File: config.mk
export PLATFORM = sky130hd
export DESIGN_NAME = bipolar_tx_encoder
export DESIGN_NICKNAME = d
export VERILOG_FILES = /design/src/rtl/bptx_pkg.sv /design/src/rtl/bptx_mode_ctl.sv /design/src/rtl/bptx_symbolizer.sv /design/src/rtl/bptx_pulse_pipe.sv /design/src/rtl/bipolar_tx_encoder.sv
export SDC_FILE = /design/constraint.sdc
export NUM_CORES = 1
export LEC_CHECK = 0
export BUFFER_PORTS_ARGS = -buffer_cell sky130_fd_sc_hd__buf_4
export CAP_MARGIN = 40
export CELL_PAD_IN_SITES_DETAIL_PLACEMENT = 0
export CELL_PAD_IN_SITES_GLOBAL_PLACEMENT = 1
export CORE_MARGIN = 2
export CORE_UTILIZATION = 48
export CTS_CLUSTER_DIAMETER = 100
export CTS_CLUSTER_SIZE = 14
export DETAILED_ROUTE_END_ITERATION = 8
export GPL_ROUTABILITY_DRIVEN = 0
export GPL_TIMING_DRIVEN = 0
export PLACE_DENSITY = 0.76
export RECOVER_POWER = 100
export SLEW_MARGIN = 0
export SYNTH_ARGS = -nofsm -noshare
export SYNTH_HDL_FRONTEND = slang
export SYNTH_SLANG_ARGS = --single-unit
File: constraint.sdc
create_clock -name tx_clk -period 4.5 [get_ports tx_clk]
set_input_delay 0.9 -clock tx_clk [delete_from_list [all_inputs] [get_ports tx_clk]]
set_output_delay 0.9 -clock tx_clk [all_outputs]
set_load 0.01 [all_outputs]
File: src/rtl/bptx_pkg.sv
package bptx_pkg;

    // Operating mode of the channel's system-side interface.
    typedef enum logic [1:0] {
        MODE_DUAL = 2'd0,
        MODE_SR1  = 2'd1,   // single rail, entered by holding the aux pin high
        MODE_SR2  = 2'd2    // single rail, entered through the register bits
    } mode_e;

    // Per-bit symbol travelling through the encoding window.
    // SYM_IDLE must stay at code 0: reset fills the window with it and it
    // is never mistaken for a data zero by the HDB3 run detector.
    typedef enum logic [2:0] {
        SYM_IDLE = 3'd0,   // no pulse, not a single-rail data zero
        SYM_ZERO = 3'd1,   // single-rail data zero
        SYM_MARK = 3'd2,   // pulse that alternates polarity
        SYM_VIOL = 3'd3,   // pulse repeating the previous polarity
        SYM_POS  = 3'd4,   // dual rail: positive pulse
        SYM_NEG  = 3'd5    // dual rail: negative pulse
    } sym_e;

    // Zero run replaced by HDB3 and the window depth it implies.
    localparam int unsigned RUN_LEN   = 4;
    localparam int unsigned WIN_DEPTH = RUN_LEN - 1;

endpackage

File: src/rtl/bptx_mode_ctl.sv
module bptx_mode_ctl
    import bptx_pkg::*;
#(
    parameter int unsigned HOLD_CYCLES = 16
) (
    input  logic  clk,
    input  logic  rst_n,
    input  logic  aux_i,
    input  logic  cfg_en_i,
    input  logic  cfg_single_i,
    output mode_e mode_o
);
    localparam int unsigned CNT_MAX = HOLD_CYCLES + 1;
    localparam int unsigned CNT_W   = $clog2(CNT_MAX + 1);

    typedef struct packed {
        logic [CNT_W-1:0] cnt;
    } st_t;

    st_t st_d, st_q;

    // Count consecutive high samples of the aux pin, saturating.
    always_comb begin
        st_d = st_q;
        if (!aux_i) begin
            st_d.cnt = '0;
        end else if (st_q.cnt != CNT_W'(CNT_MAX)) begin
            st_d.cnt = st_q.cnt + 1'b1;
        end
    end

    always_ff @(negedge clk or negedge rst_n) begin
        if (!rst_n) st_q <= '0;
        else        st_q <= st_d;
    end

    // Pin rule has priority over the register selection.
    always_comb begin
        if (st_q.cnt == CNT_W'(CNT_MAX))       mode_o = MODE_SR1;
        else if (cfg_en_i && cfg_single_i)     mode_o = MODE_SR2;
        else                                   mode_o = MODE_DUAL;
    end

    // the 17th consecutive high sample switches the next sample to SR1.
    p_sr1_entry_r4: assert property (@(negedge clk) disable iff (!rst_n)
        (aux_i && st_q.cnt == CNT_W'(HOLD_CYCLES)) |=> (mode_o == MODE_SR1));

    // one low sample ends the pin-selected mode for the next sample.
    p_low_exit_r5: assert property (@(negedge clk) disable iff (!rst_n)
        !aux_i |=> (mode_o != MODE_SR1));

endmodule

File: src/rtl/bptx_symbolizer.sv
module bptx_symbolizer
    import bptx_pkg::*;
(
    input  logic  clk,
    input  logic  rst_n,
    input  mode_e mode_i,
    input  logic  hdb3_i,
    input  logic  data_i,
    input  logic  aux_i,
    output sym_e  sym_o
);
    typedef struct packed {
        logic aux_prev;   // aux pin on the previous sample
        logic bpv_pend;   // violation request waiting for a mark
    } st_t;

    st_t  st_d, st_q;
    logic aux_rise;
    logic bpv_allowed;
    logic bpv_req;

    always_comb begin
        st_d          = st_q;
        st_d.aux_prev = aux_i;
        st_d.bpv_pend = 1'b0;
        aux_rise      = aux_i && !st_q.aux_prev;
        bpv_allowed   = (mode_i == MODE_SR2) && !hdb3_i;
        bpv_req       = bpv_allowed && (st_q.bpv_pend || aux_rise);
        sym_o         = SYM_IDLE;
        unique case (mode_i)
            MODE_DUAL: begin
                if (data_i == aux_i) sym_o = SYM_IDLE;
                else if (data_i)     sym_o = SYM_POS;
                else                 sym_o = SYM_NEG;
            end
            default: begin
                if (data_i) begin
                    sym_o = bpv_req ? SYM_VIOL : SYM_MARK;
                end else begin
                    sym_o         = SYM_ZERO;
                    st_d.bpv_pend = bpv_req;
                end
            end
        endcase
    end

    // aux_prev resets high so a pin already high at reset is not an edge.
    always_ff @(negedge clk or negedge rst_n) begin
        if (!rst_n) st_q <= '{aux_prev: 1'b1, bpv_pend: 1'b0};
        else        st_q <= st_d;
    end

    // no pending violation survives a sample outside SR2 with AMI.
    p_no_pend_hdb3_r9: assert property (@(negedge clk) disable iff (!rst_n)
        !bpv_allowed |=> !st_q.bpv_pend);

endmodule

File: src/rtl/bptx_pulse_pipe.sv
module bptx_pulse_pipe
    import bptx_pkg::*;
(
    input  logic clk,
    input  logic rst_n,
    input  sym_e sym_i,
    input  logic hdb3_act_i,
    output logic pos_o,
    output logic neg_o
);
    typedef struct packed {
        sym_e [WIN_DEPTH-1:0] win;   // [0] youngest, [WIN_DEPTH-1] oldest
        logic                 last_pos;
        logic                 odd_marks;
        logic                 pos;
        logic                 neg;
    } st_t;

    st_t  st_d, st_q;
    logic run_hit;
    sym_e in_sym;
    sym_e out_sym;

    always_comb begin
        st_d = st_q;

        // Four plain zeros: the incoming one plus the whole window.
        run_hit = hdb3_act_i && (sym_i == SYM_ZERO);
        for (int k = 0; k < WIN_DEPTH; k++) begin
            if (st_q.win[k] != SYM_ZERO) run_hit = 1'b0;
        end

        in_sym  = sym_i;
        out_sym = st_q.win[WIN_DEPTH-1];
        if (run_hit) begin
            in_sym = SYM_VIOL;
            if (!st_q.odd_marks) out_sym = SYM_MARK;   // B00V
        end

        st_d.win[0] = in_sym;
        for (int k = 1; k < WIN_DEPTH; k++) begin
            st_d.win[k] = st_q.win[k-1];
        end

        st_d.pos = 1'b0;
        st_d.neg = 1'b0;
        case (out_sym)
            SYM_MARK: begin
                st_d.pos       = !st_q.last_pos;
                st_d.neg       = st_q.last_pos;
                st_d.last_pos  = !st_q.last_pos;
                st_d.odd_marks = !st_q.odd_marks;
            end
            SYM_VIOL: begin
                st_d.pos       = st_q.last_pos;
                st_d.neg       = !st_q.last_pos;
                st_d.odd_marks = 1'b0;
            end
            SYM_POS: st_d.pos = 1'b1;
            SYM_NEG: st_d.neg = 1'b1;
            default: ;
        endcase
    end

    // All-zero reset: window full of SYM_IDLE, last pulse taken as negative.
    always_ff @(negedge clk or negedge rst_n) begin
        if (!rst_n) st_q <= '0;
        else        st_q <= st_d;
    end

    assign pos_o = st_q.pos;
    assign neg_o = st_q.neg;

    // the two strobes are mutually exclusive.
    p_strobe_excl_r1: assert property (@(negedge clk) disable iff (!rst_n)
        $onehot0({st_q.pos, st_q.neg}));

    // a substitution V enters the window as soon as a zero run is seen.
    p_run_replaced_r7: assert property (@(negedge clk) disable iff (!rst_n)
        (hdb3_act_i && sym_i == SYM_ZERO && st_q.win == {WIN_DEPTH{SYM_ZERO}})
        |=> (st_q.win[0] == SYM_VIOL));

endmodule

File: src/rtl/bipolar_tx_encoder.sv
module bipolar_tx_encoder
    import bptx_pkg::*;
#(
    parameter int unsigned HOLD_CYCLES = 16
) (
    input  logic tx_clk,
    input  logic rst_n,
    input  logic cfg_mode_en,
    input  logic cfg_single,
    input  logic cfg_hdb3,
    input  logic td_data,
    input  logic td_aux,
    output logic line_pos,
    output logic line_neg
);
    mode_e mode;
    sym_e  sym;
    logic  hdb3_act;

    bptx_mode_ctl #(.HOLD_CYCLES(HOLD_CYCLES)) u_mode (
        .clk          (tx_clk),
        .rst_n        (rst_n),
        .aux_i        (td_aux),
        .cfg_en_i     (cfg_mode_en),
        .cfg_single_i (cfg_single),
        .mode_o       (mode)
    );

    bptx_symbolizer u_sym (
        .clk    (tx_clk),
        .rst_n  (rst_n),
        .mode_i (mode),
        .hdb3_i (cfg_hdb3),
        .data_i (td_data),
        .aux_i  (td_aux),
        .sym_o  (sym)
    );

    assign hdb3_act = (mode != MODE_DUAL) && cfg_hdb3;

    bptx_pulse_pipe u_pipe (
        .clk        (tx_clk),
        .rst_n      (rst_n),
        .sym_i      (sym),
        .hdb3_act_i (hdb3_act),
        .pos_o      (line_pos),
        .neg_o      (line_neg)
    );

    // Edges seen since reset, saturating; arms the latency check below.
    logic [2:0] warm_q;
    always_ff @(negedge tx_clk or negedge rst_n) begin
        if (!rst_n)              warm_q <= '0;
        else if (warm_q != 3'd4) warm_q <= warm_q + 3'd1;
    end

    // a dual-rail (1,0) sample shows as a positive pulse four edges later.
    p_dual_map_r2: assert property (@(negedge tx_clk) disable iff (!rst_n || warm_q != 3'd4)
        ($past(mode, 4) == MODE_DUAL && $past(td_data, 4) && !$past(td_aux, 4))
        |-> (line_pos && !line_neg));

endmodule

==> reports/results.ini, run 1 <==
[clock_network]
htreeDepth=1
numCtsBuffers=3
path_clk_slew_ns=0.08
cts_tree=built
postCtsHoldBufs=0
clockBufferDepth=2
cts_resized=0
clkLatencyLatePin_ns=0.35
numClockSinks=20
cts_setup_buffers=0
ctsRootBufferMaster=clkbuf_4

[timing]
worst_pin_slew_ns=1.03
relSlewSlack_pct=31.2
tns_ns=0
hold_viol=0
finClkSkew_ns=0.0574
setup_violations=0
whs_ns=0.320
grt_setup_unrepaired=false
timing_max_transition_violations_final=0

[yosys]
yosys_most_used_dff=dfrtn_1
yosys_warnings=0
ys_top_cells_by_count=19 x dfrtn_1, 4 x and2_1, 4 x nand2_1
synth_fp_nets=85
synthArstFlopShare_pct=100
yosysTopAreaCellShare_pct=51.6
synth_seq_cells=20
synth_cell_types=34
synth.yosys.seq_area_share_pct=54.4
syn_area_um2=922
synth_area_leaders=dfrtn_1 52%, ha_1 4.1%, nand4bb_4 3.0%
postSynthAreaPerCell_um2=12.3
synth_top_area_cell=dfrtn_1
synth_cells=75
yosysMostFrequentCell=dfrtn_1
synth_edf_count=0

[layout]
diodes=0
area_growth_pct=12.9
multi_input_area_um2=400
fillers=178
regArea_um2=502
drive_gt1_share_pct=18.4
stdcell_count=112
fin_util_pct=59.0
nets=98

[power_and_ir_drop]
total_power_w=0.000368
powerDensity_mw_per_mm2=353
leakage_nw=0.477
ir_worst_vdd_v=0.000239

[route]
drc=0
vias=583
first_iter_violations=3
wire_per_inst_um=12.8
dr.pass1.iters=4
drt-vias-per-instance=5.21
wirelength_mm=1.43
ant_nets=0

[placed_design]
io_buffer_count=8
dp_hpwl_mm=1.06
placedCellCount=108

[floorplanning]
die_h_um=47.8
io-pin-count=9
coreArea_mm2=0.00176
die_x_um=47.8
die_area_mm2=0.00229
std_cell_rows=15
initial_core_util_pct=52.3

[critical_path]
critPathKind=reg -> out
critPathArrivalTime_ns=3.09
worst-path-buf-inv=1
crit_slowest_cell=dfrtn_1
critPathRequiredTime_ns=3.60
max_stage_delay_ns=0.39
cp-end-kind=primary output
critPathTopFamily=flip-flops
cp-start-kind=flip-flop
crit_path_cell_trace=clkbuf_1
path_max_fanout=1

[global_route]
grt_pass1_vias=581
grt_max_degree=21
antenna_found_initial=0
grt_pass1_wl_mm=2.48
grt_usage_pct=16.3
gr-total-overflow=0

[worst_hold_path]
min_path_type=reg -> reg

[job]
cap_violations=0

[run_status]
status=finished, final reports clean

==> report_power, final <==
part | switching, W | internal (W)
registers | 0.0000107 | 0.000194
logic | 0.0000178 | 0.0000194
clock network | 0.0000575 | 0.0000689
total | 0.0000861 | 0.000282
==> routing by layer <==
metal  vias up  part of all wire (%)  track usage [%]  wire length, µm
met4         0                   1.5             9.73               22
li1        286                     -                -                -
met5         -                     0                0                0
met2         5                    50             26.9              723
met3         2                   2.5             3.40               36
met1       290                    45             19.5              650
==> kinds of logic after synthesis <==
kind of cell    share of synthesized area, %
mux                                     1.09
buf+inv                                 1.63
compound gates                          10.0
simple gates                            24.0
flops                                   54.4
xor+xnor                                4.75
fa+ha+maj                               4.07
==> stage by stage <==
step	instance area [µm²]	setup slack, ns
after floorplan	922	0.579
after global placement	1010	0.345
after detailed placement	1010	0.310
after CTS	1060	0.530
after global routing	1040	0.444
final	1040	0.514
==> flip-flops by register name, indices dropped and copies added (netlist names) <==
| register | cells |
|---|---|
| u_sym.st_q | 2 |
| u_pipe.pos_o | 1 |
| u_pipe.st_q | 5 |
| u_mode.st_q | 5 |
| u_pipe.st_d | 6 |
| u_pipe.neg_o | 1 |
==> cell usage in the layout (no fill, tap or decap), types with 2 or more instances in the layout <==
cell / count
clkbuf_1: 5
nor2b_1: 3
or3_1: 2
nand2_1: 4
dfrtn_1: 19
inv_1: 3
buf_4: 3
nand2b_1: 2
nor2_1: 3
nor3b_1: 2
nand3_1: 3
xnor2_1: 3
and2_0: 3
xor2_1: 2
clkbuf_4: 4
a21oi_1: 2
ha_1: 3
==> final timing paths <==
| kind | startpoint | end | slack, ns | cells past startpoint |
|---|---|---|---|---|
| max | u_pipe.neg_o$_DFF_NN0_ | line_neg | 0.51 | 1 |
| min | u_pipe.st_d[7]$_DFF_NN0_ | u_pipe.st_d[10]$_DFF_NN0_ | 0.32 | 0 |
| max reg2reg | u_mode.st_q[0]$_DFFE_NN0P_ | u_pipe.st_q[3]$_DFFE_NN0N_ | 2.87 | 5 |
| min reg2reg | u_pipe.st_d[7]$_DFF_NN0_ | u_pipe.st_d[10]$_DFF_NN0_ | 0.32 | 0 |
| max in group asynchronous | rst_n | u_pipe.st_q[12]$_DFF_NN0_ | 0.97 | 1 |
| min in group asynchronous | rst_n | u_mode.st_q[3]$_DFFE_NN0P_ | 2.88 | 1 |
==> final cells by class <==
cell class / instances / area share (%)
Sequential cell: 20 / 48.2
Inverter: 2 / 0.721
Tap cell: 25 / 3.00
Buffer: 1 / 0.361
Timing Repair Buffer: 8 / 4.33
Clock buffer: 4 / 4.57
Multi-Input combinational cell: 51 / 38.5
Clock inverter: 1 / 0.361
No activity file was read; power rests on OpenSTA's default activity.
==> run 2: changes to the inputs <==
--- a/config.mk
+++ b/config.mk
@@ -18,6 +18,7 @@
 export GPL_TIMING_DRIVEN = 0
 export PLACE_DENSITY = 0.76
 export RECOVER_POWER = 100
+export REMOVE_ABC_BUFFERS = 1
 export SLEW_MARGIN = 0
 export SYNTH_ARGS = -nofsm -noshare
 export SYNTH_HDL_FRONTEND = slang
==> reports/results.ini, run 2 (same netlist as run 1, synthesis figures left out) <==
[critical_path]
max_stage_delay_ns=0.40  ; about the same
worst-path-buf-inv=1  ; unchanged
critPathKind=reg -> out
cp.depth=1  ; unchanged
r2r_slack_ns=2.92  ; +0.05 ns
crit_path_cell_trace=clkbuf_1
cp-end-kind=primary output
critPathArrivalTime_ns=3.08  ; about the same
cp-start-kind=flip-flop
r2r-end=u_pipe.st_q[3]$_DFFE_NN0N_
setup.worst_path.end=line_neg
path_max_fanout=1  ; unchanged
reg2reg_from=u_mode.st_q[0]$_DFFE_NN0P_
r2r_cells=5  ; unchanged
critPathLaunch=u_pipe.neg_o$_DFF_NN0_
crit_slowest_cell=dfrtn_1
critPathTopFamily=flip-flops
critPathRequiredTime_ns=3.60  ; about the same

[route]
ant_nets=0  ; unchanged
wire_per_inst_um=12.2  ; -4.3%
vias=572  ; -1.9%
first_iter_violations=6  ; +3
drc=0  ; unchanged
drt-vias-per-instance=5.15  ; -1.0%
dr.pass1.iters=3  ; -1
wirelength_mm=1.36  ; -5.2%

[floorplanning]
std_cell_rows=15  ; unchanged
coreArea_mm2=0.00176  ; unchanged
initial_core_util_pct=52.3  ; unchanged
die_x_um=47.8  ; unchanged
io-pin-count=9  ; unchanged
die_h_um=47.8  ; unchanged
die_area_mm2=0.00229  ; unchanged

[layout]
layout_commonest_cell=dfrtn_1
fin_util_pct=58.0  ; -0.99 points
nets=97  ; -1.0%
diodes=0  ; unchanged
stdcell_count=111  ; -0.89%
drive_gt1_share_pct=15.1  ; -3.3 points
largest_reg_flops=6  ; unchanged
mostFrequentLayoutCells=19 x dfrtn_1, 5 x clkbuf_1, 4 x nand2_1
area_growth_pct=11.0

[worst_hold_path]
min_path_type=reg -> reg

[timing]
relSlewSlack_pct=32.9  ; +1.7 points
worst_pin_slew_ns=1.01  ; -0.0250 ns
hold_viol=0  ; unchanged
setup_violations=0  ; unchanged
grt_setup_unrepaired=false
finClkSkew_ns=0.0569  ; -0.000491 ns
timing_max_transition_violations_final=0  ; unchanged
tns_ns=0  ; unchanged

[power_and_ir_drop]
leakage_nw=0.471  ; -1.3%
powerDensity_mw_per_mm2=357  ; +0.94%
total_power_w=0.000365  ; -0.76%
ir_worst_vdd_v=0.000206  ; -14%

[clock_network]
cts_resized=0  ; unchanged
cts_tree=built
numClockSinks=20  ; unchanged
postCtsHoldBufs=0  ; unchanged
htreeDepth=1  ; unchanged
numCtsBuffers=3  ; unchanged
clkLatencyLatePin_ns=0.35  ; about the same
clockBufferDepth=2  ; unchanged
cts_setup_buffers=0  ; unchanged
path_clk_slew_ns=0.08  ; about the same
ctsRootBufferMaster=clkbuf_4

[global_route]
grt_pass1_vias=550  ; -5.3%
gr-total-overflow=0  ; unchanged
grt_usage_pct=15.1  ; -1.2 points
grt_pass1_wl_mm=2.35  ; -5.0%
antenna_found_initial=0  ; unchanged
grt_max_degree=21  ; unchanged

[run_status]
status=finished, final reports clean

[job]
cap_violations=0  ; unchanged

[placed_design]
dp_hpwl_um=997  ; -6.2%
io_buffer_count=8  ; unchanged
placedCellCount=107  ; -0.93%

==> run 2: metal layers <==
metal | wire length (µm) | up-vias | GRT usage (%)
met5 | 0 | - | 0
met4 | 13 | 0 | 6.49
met3 | 33 | 2 | 3.40
met2 | 647 | 5 | 24.5
met1 | 663 | 277 | 19.5
li1 | - | 288 | -
==> run 2: worst min-delay path by stage <==
stage,start,end,slack (ns),cells after the start
finish,u_pipe.st_d[10]$_DFF_NN0_,u_pipe.st_q[10]$_DFF_NN0_,0.32,0
global route,u_pipe.st_d[7]$_DFF_NN0_,u_pipe.st_d[10]$_DFF_NN0_,0.34,0
CTS,u_pipe.st_d[10]$_DFF_NN0_,u_pipe.st_q[10]$_DFF_NN0_,0.32,0
detailed placement,u_pipe.st_d[10]$_DFF_NN0_,u_pipe.st_q[10]$_DFF_NN0_,0.32,0
global placement,u_pipe.st_d[10]$_DFF_NN0_,u_pipe.st_q[10]$_DFF_NN0_,0.31,0
floorplan,u_pipe.st_d[10]$_DFF_NN0_,u_pipe.st_q[10]$_DFF_NN0_,0.31,0
==> run 2: through the flow <==
| step | hold slack, ns | area, µm² | worst slack [ns] |
|---|---|---|---|
| floorplan | 0.306 | 918 | 0.579 |
| global placement | 0.311 | 1010 | 0.336 |
| detailed placement | 0.323 | 1010 | 0.358 |
| CTS | 0.324 | 1060 | 0.539 |
| global route | 0.335 | 1020 | 0.417 |
| finish | 0.323 | 1020 | 0.517 |
==> run 2: area by class of cell <==
cell class | count | area [µm²]
fill | 176 | 741
multi-input combinational | 51 | 390
tap | 25 | 31.3
clock inverter | 1 | 3.75
sequential | 20 | 502
timing repair buffer | 8 | 41.3
clock buffer | 4 | 47.5
inverter | 2 | 7.51
==> run 2: power breakdown <==
| group | leakage, nW | total (W) | switching (W) | internal (W) |
|---|---|---|---|---|
| clock | 0.0315 | 0.000125 | 0.0000563 | 0.0000688 |
| sequential | 0.254 | 0.000205 | 0.0000110 | 0.000194 |
| combinational | 0.185 | 0.0000354 | 0.0000170 | 0.0000184 |
| total | 0.471 | 0.000365 | 0.0000843 | 0.000281 |
==> run 3: changes to the inputs <==
--- a/config.mk
+++ b/config.mk
@@ -10,13 +10,13 @@
 export CELL_PAD_IN_SITES_DETAIL_PLACEMENT = 0
 export CELL_PAD_IN_SITES_GLOBAL_PLACEMENT = 1
 export CORE_MARGIN = 2
-export CORE_UTILIZATION = 48
+export CORE_UTILIZATION = 45
 export CTS_CLUSTER_DIAMETER = 100
 export CTS_CLUSTER_SIZE = 14
 export DETAILED_ROUTE_END_ITERATION = 8
 export GPL_ROUTABILITY_DRIVEN = 0
 export GPL_TIMING_DRIVEN = 0
-export PLACE_DENSITY = 0.76
+export PLACE_DENSITY = 0.78
 export RECOVER_POWER = 100
 export REMOVE_ABC_BUFFERS = 1
 export SLEW_MARGIN = 0
==> constraint.sdc (replaced) <==
create_clock -name tx_clk -period 3.7 [get_ports tx_clk]
set_input_delay 0.74 -clock tx_clk [delete_from_list [all_inputs] [get_ports tx_clk]]
set_output_delay 0.74 -clock tx_clk [all_outputs]
set_load 0.01 [all_outputs]
==> reports/results.ini, run 3 (same netlist as run 1, synthesis figures left out) <==
[global_route]
gr-total-overflow=0  ; unchanged
grt_max_degree=21  ; unchanged
grt_usage_pct=13.4  ; -1.8 points
antenna_found_initial=0  ; unchanged
grt_pass1_vias=564  ; +2.5%
grt_pass1_wl_mm=2.42  ; +2.7%

[critical_path]
cp-start-kind=flip-flop
critPathTopFamily=flip-flops
cp-end-kind=primary output
worst-path-buf-inv=1  ; unchanged
critPathRequiredTime_ns=2.96  ; -0.64 ns
critPathArrivalTime_ns=2.68  ; -0.40 ns
crit_slowest_cell=dfrtn_1
crit_path_cell_trace=clkbuf_1
critPathKind=reg -> out
path_max_fanout=1  ; unchanged
max_stage_delay_ns=0.39  ; about the same

[power_and_ir_drop]
swShare_pct=24.6  ; +1.5 points
clockPowerShare_pct=26.9  ; -7.4 points
power_frac_comb_pct=10.9  ; +1.2 points
seqPwrFrac_pct=62.3  ; +6.3 points
p_int_w=0.000301  ; +7.2%
ir_worst_vdd_v=0.000217  ; +5.3%
p_switching_w=0.0000981  ; +16%
powerDensity_mw_per_mm2=397  ; +11%
leakage_nw=0.461  ; -2.0%

[clock_network]
cts_resized=0  ; unchanged
cts_setup_buffers=0  ; unchanged
numCtsBuffers=3  ; unchanged
clkLatencyLatePin_ns=0.35  ; about the same
numClockSinks=20  ; unchanged
htreeDepth=1  ; unchanged
cts_tree=built
clockBufferDepth=2  ; unchanged
path_clk_slew_ns=0.07  ; about the same
ctsRootBufferMaster=clkbuf_4
postCtsHoldBufs=0  ; unchanged

[route]
wirelength_mm=1.38  ; +1.3%
wire_per_inst_um=12.2  ; -0.47%
first_iter_violations=7  ; +1
vias=588  ; +2.8%
dr.pass1.iters=4  ; +1
ant_nets=0  ; unchanged
drc=0  ; unchanged
drt-vias-per-instance=5.20  ; +0.98%

[floorplanning]
die_h_um=49.3  ; +3.0%
coreArea_mm2=0.00194  ; +10%
die_x_um=49.3  ; +3.0%
initial_core_util_pct=47.5  ; -4.8 points
std_cell_rows=16  ; +1
die_area_mm2=0.00243  ; +6.1%
io-pin-count=9  ; unchanged

[layout]
mostFrequentLayoutCells=19 x dfrtn_1, 6 x clkbuf_1, 4 x nand2_1, 4 x and2_1
nets=97  ; unchanged
largest_reg_flops=6  ; unchanged
fillers=180  ; +2.3%
layout_commonest_cell=dfrtn_1
drive_gt1_share_pct=14.0  ; -1.2 points
fin_util_pct=51.7  ; -6.3 points
diodes=0  ; unchanged
area_growth_pct=8.95

[timing]
worst_pin_slew_ns=1.01  ; -0.000960 ns
setup_violations=0  ; unchanged
timing_max_transition_violations_final=0  ; unchanged
relSlewSlack_pct=32.9  ; +0.064 points
hold_viol=0  ; unchanged
grt_setup_unrepaired=false
finClkSkew_ns=0.0641  ; +0.00717 ns
tns_ns=0  ; unchanged

[worst_hold_path]
min_path_type=reg -> reg

[job]
cap_violations=0  ; unchanged

[placed_design]
dp_hpwl_um=994  ; -0.32%
io_buffer_count=8  ; unchanged

[run_status]
status=finished, final reports clean

[run 3: cell counts in the layout (fill, tap and decap cells not counted)]
Identical to the previous run, type by type.
[run 3: layout make-up]
type                            count  area (µm²)  area share [%]
Clock buffer                        4        26.3            2.62
Multi-Input combinational cell     51         390            38.9
Tap cell                           27        33.8            3.36
Clock inverter                      1        3.75           0.374
Sequential cell                    20         502            49.9
Inverter                            2        7.51           0.747
Timing Repair Buffer                8        41.3            4.11
[run 3: final timing paths]
check | cells past startpoint | slack (ns) | to | startpoint
min | 0 | 0.32 | u_pipe.st_d[10]$_DFF_NN0_ | u_pipe.st_d[7]$_DFF_NN0_
min in group asynchronous | 1 | 2.32 | u_mode.st_q[3]$_DFFE_NN0P_ | rst_n
max reg2reg | 6 | 2.11 | u_pipe.neg_o$_DFF_NN0_ | u_mode.st_q[1]$_DFFE_NN0P_
max in group asynchronous | 1 | 0.75 | u_pipe.st_q[11]$_DFF_NN0_ | rst_n
max | 1 | 0.28 | line_pos | u_pipe.pos_o$_DFF_NN0_
min reg2reg | 0 | 0.32 | u_pipe.st_d[10]$_DFF_NN0_ | u_pipe.st_d[7]$_DFF_NN0_
[run 3: worst register-to-register path: stages (launching register included)]
cell       delay (ns)
dfrtn_1          0.46
inv_1            0.06
ha_1             0.21
nand4bb_4        0.14
and2_4           0.19
nor3_1           0.07
a211o_1          0.30
[run 3: metal layers]
layer	up-vias	track usage (%)	part of all wire, %
met5	-	0	0
met4	0	7.14	1.7
met3	4	3.68	3.7
met2	13	20.7	44
met1	282	16.9	50
li1	289	-	-
[run 3: power groups by stage]
stage                     combinational, W  sequential (W)    clock, W
after floorplan                  0.0000292        0.000251  0.00000338
after global placement           0.0000477        0.000253  0.00000338
after detailed placement         0.0000484        0.000253  0.00000338
after CTS                        0.0000486        0.000249    0.000115
after global routing             0.0000491        0.000251    0.000123
final                            0.0000434        0.000249    0.000107
[run 3: per-stage QoR]
step	setup WS, ns	total power, W	instances	hold WS [ns]	instance area (µm²)
after detailed placement	0.0972	0.000305	109	0.321	1010
final	0.284	0.000399	113	0.323	1000
after floorplan	0.339	0.000284	74	0.306	918
after global placement	0.125	0.000304	109	0.315	1010
after CTS	0.301	0.000413	113	0.322	1040
after global routing	0.203	0.000423	113	0.335	1000
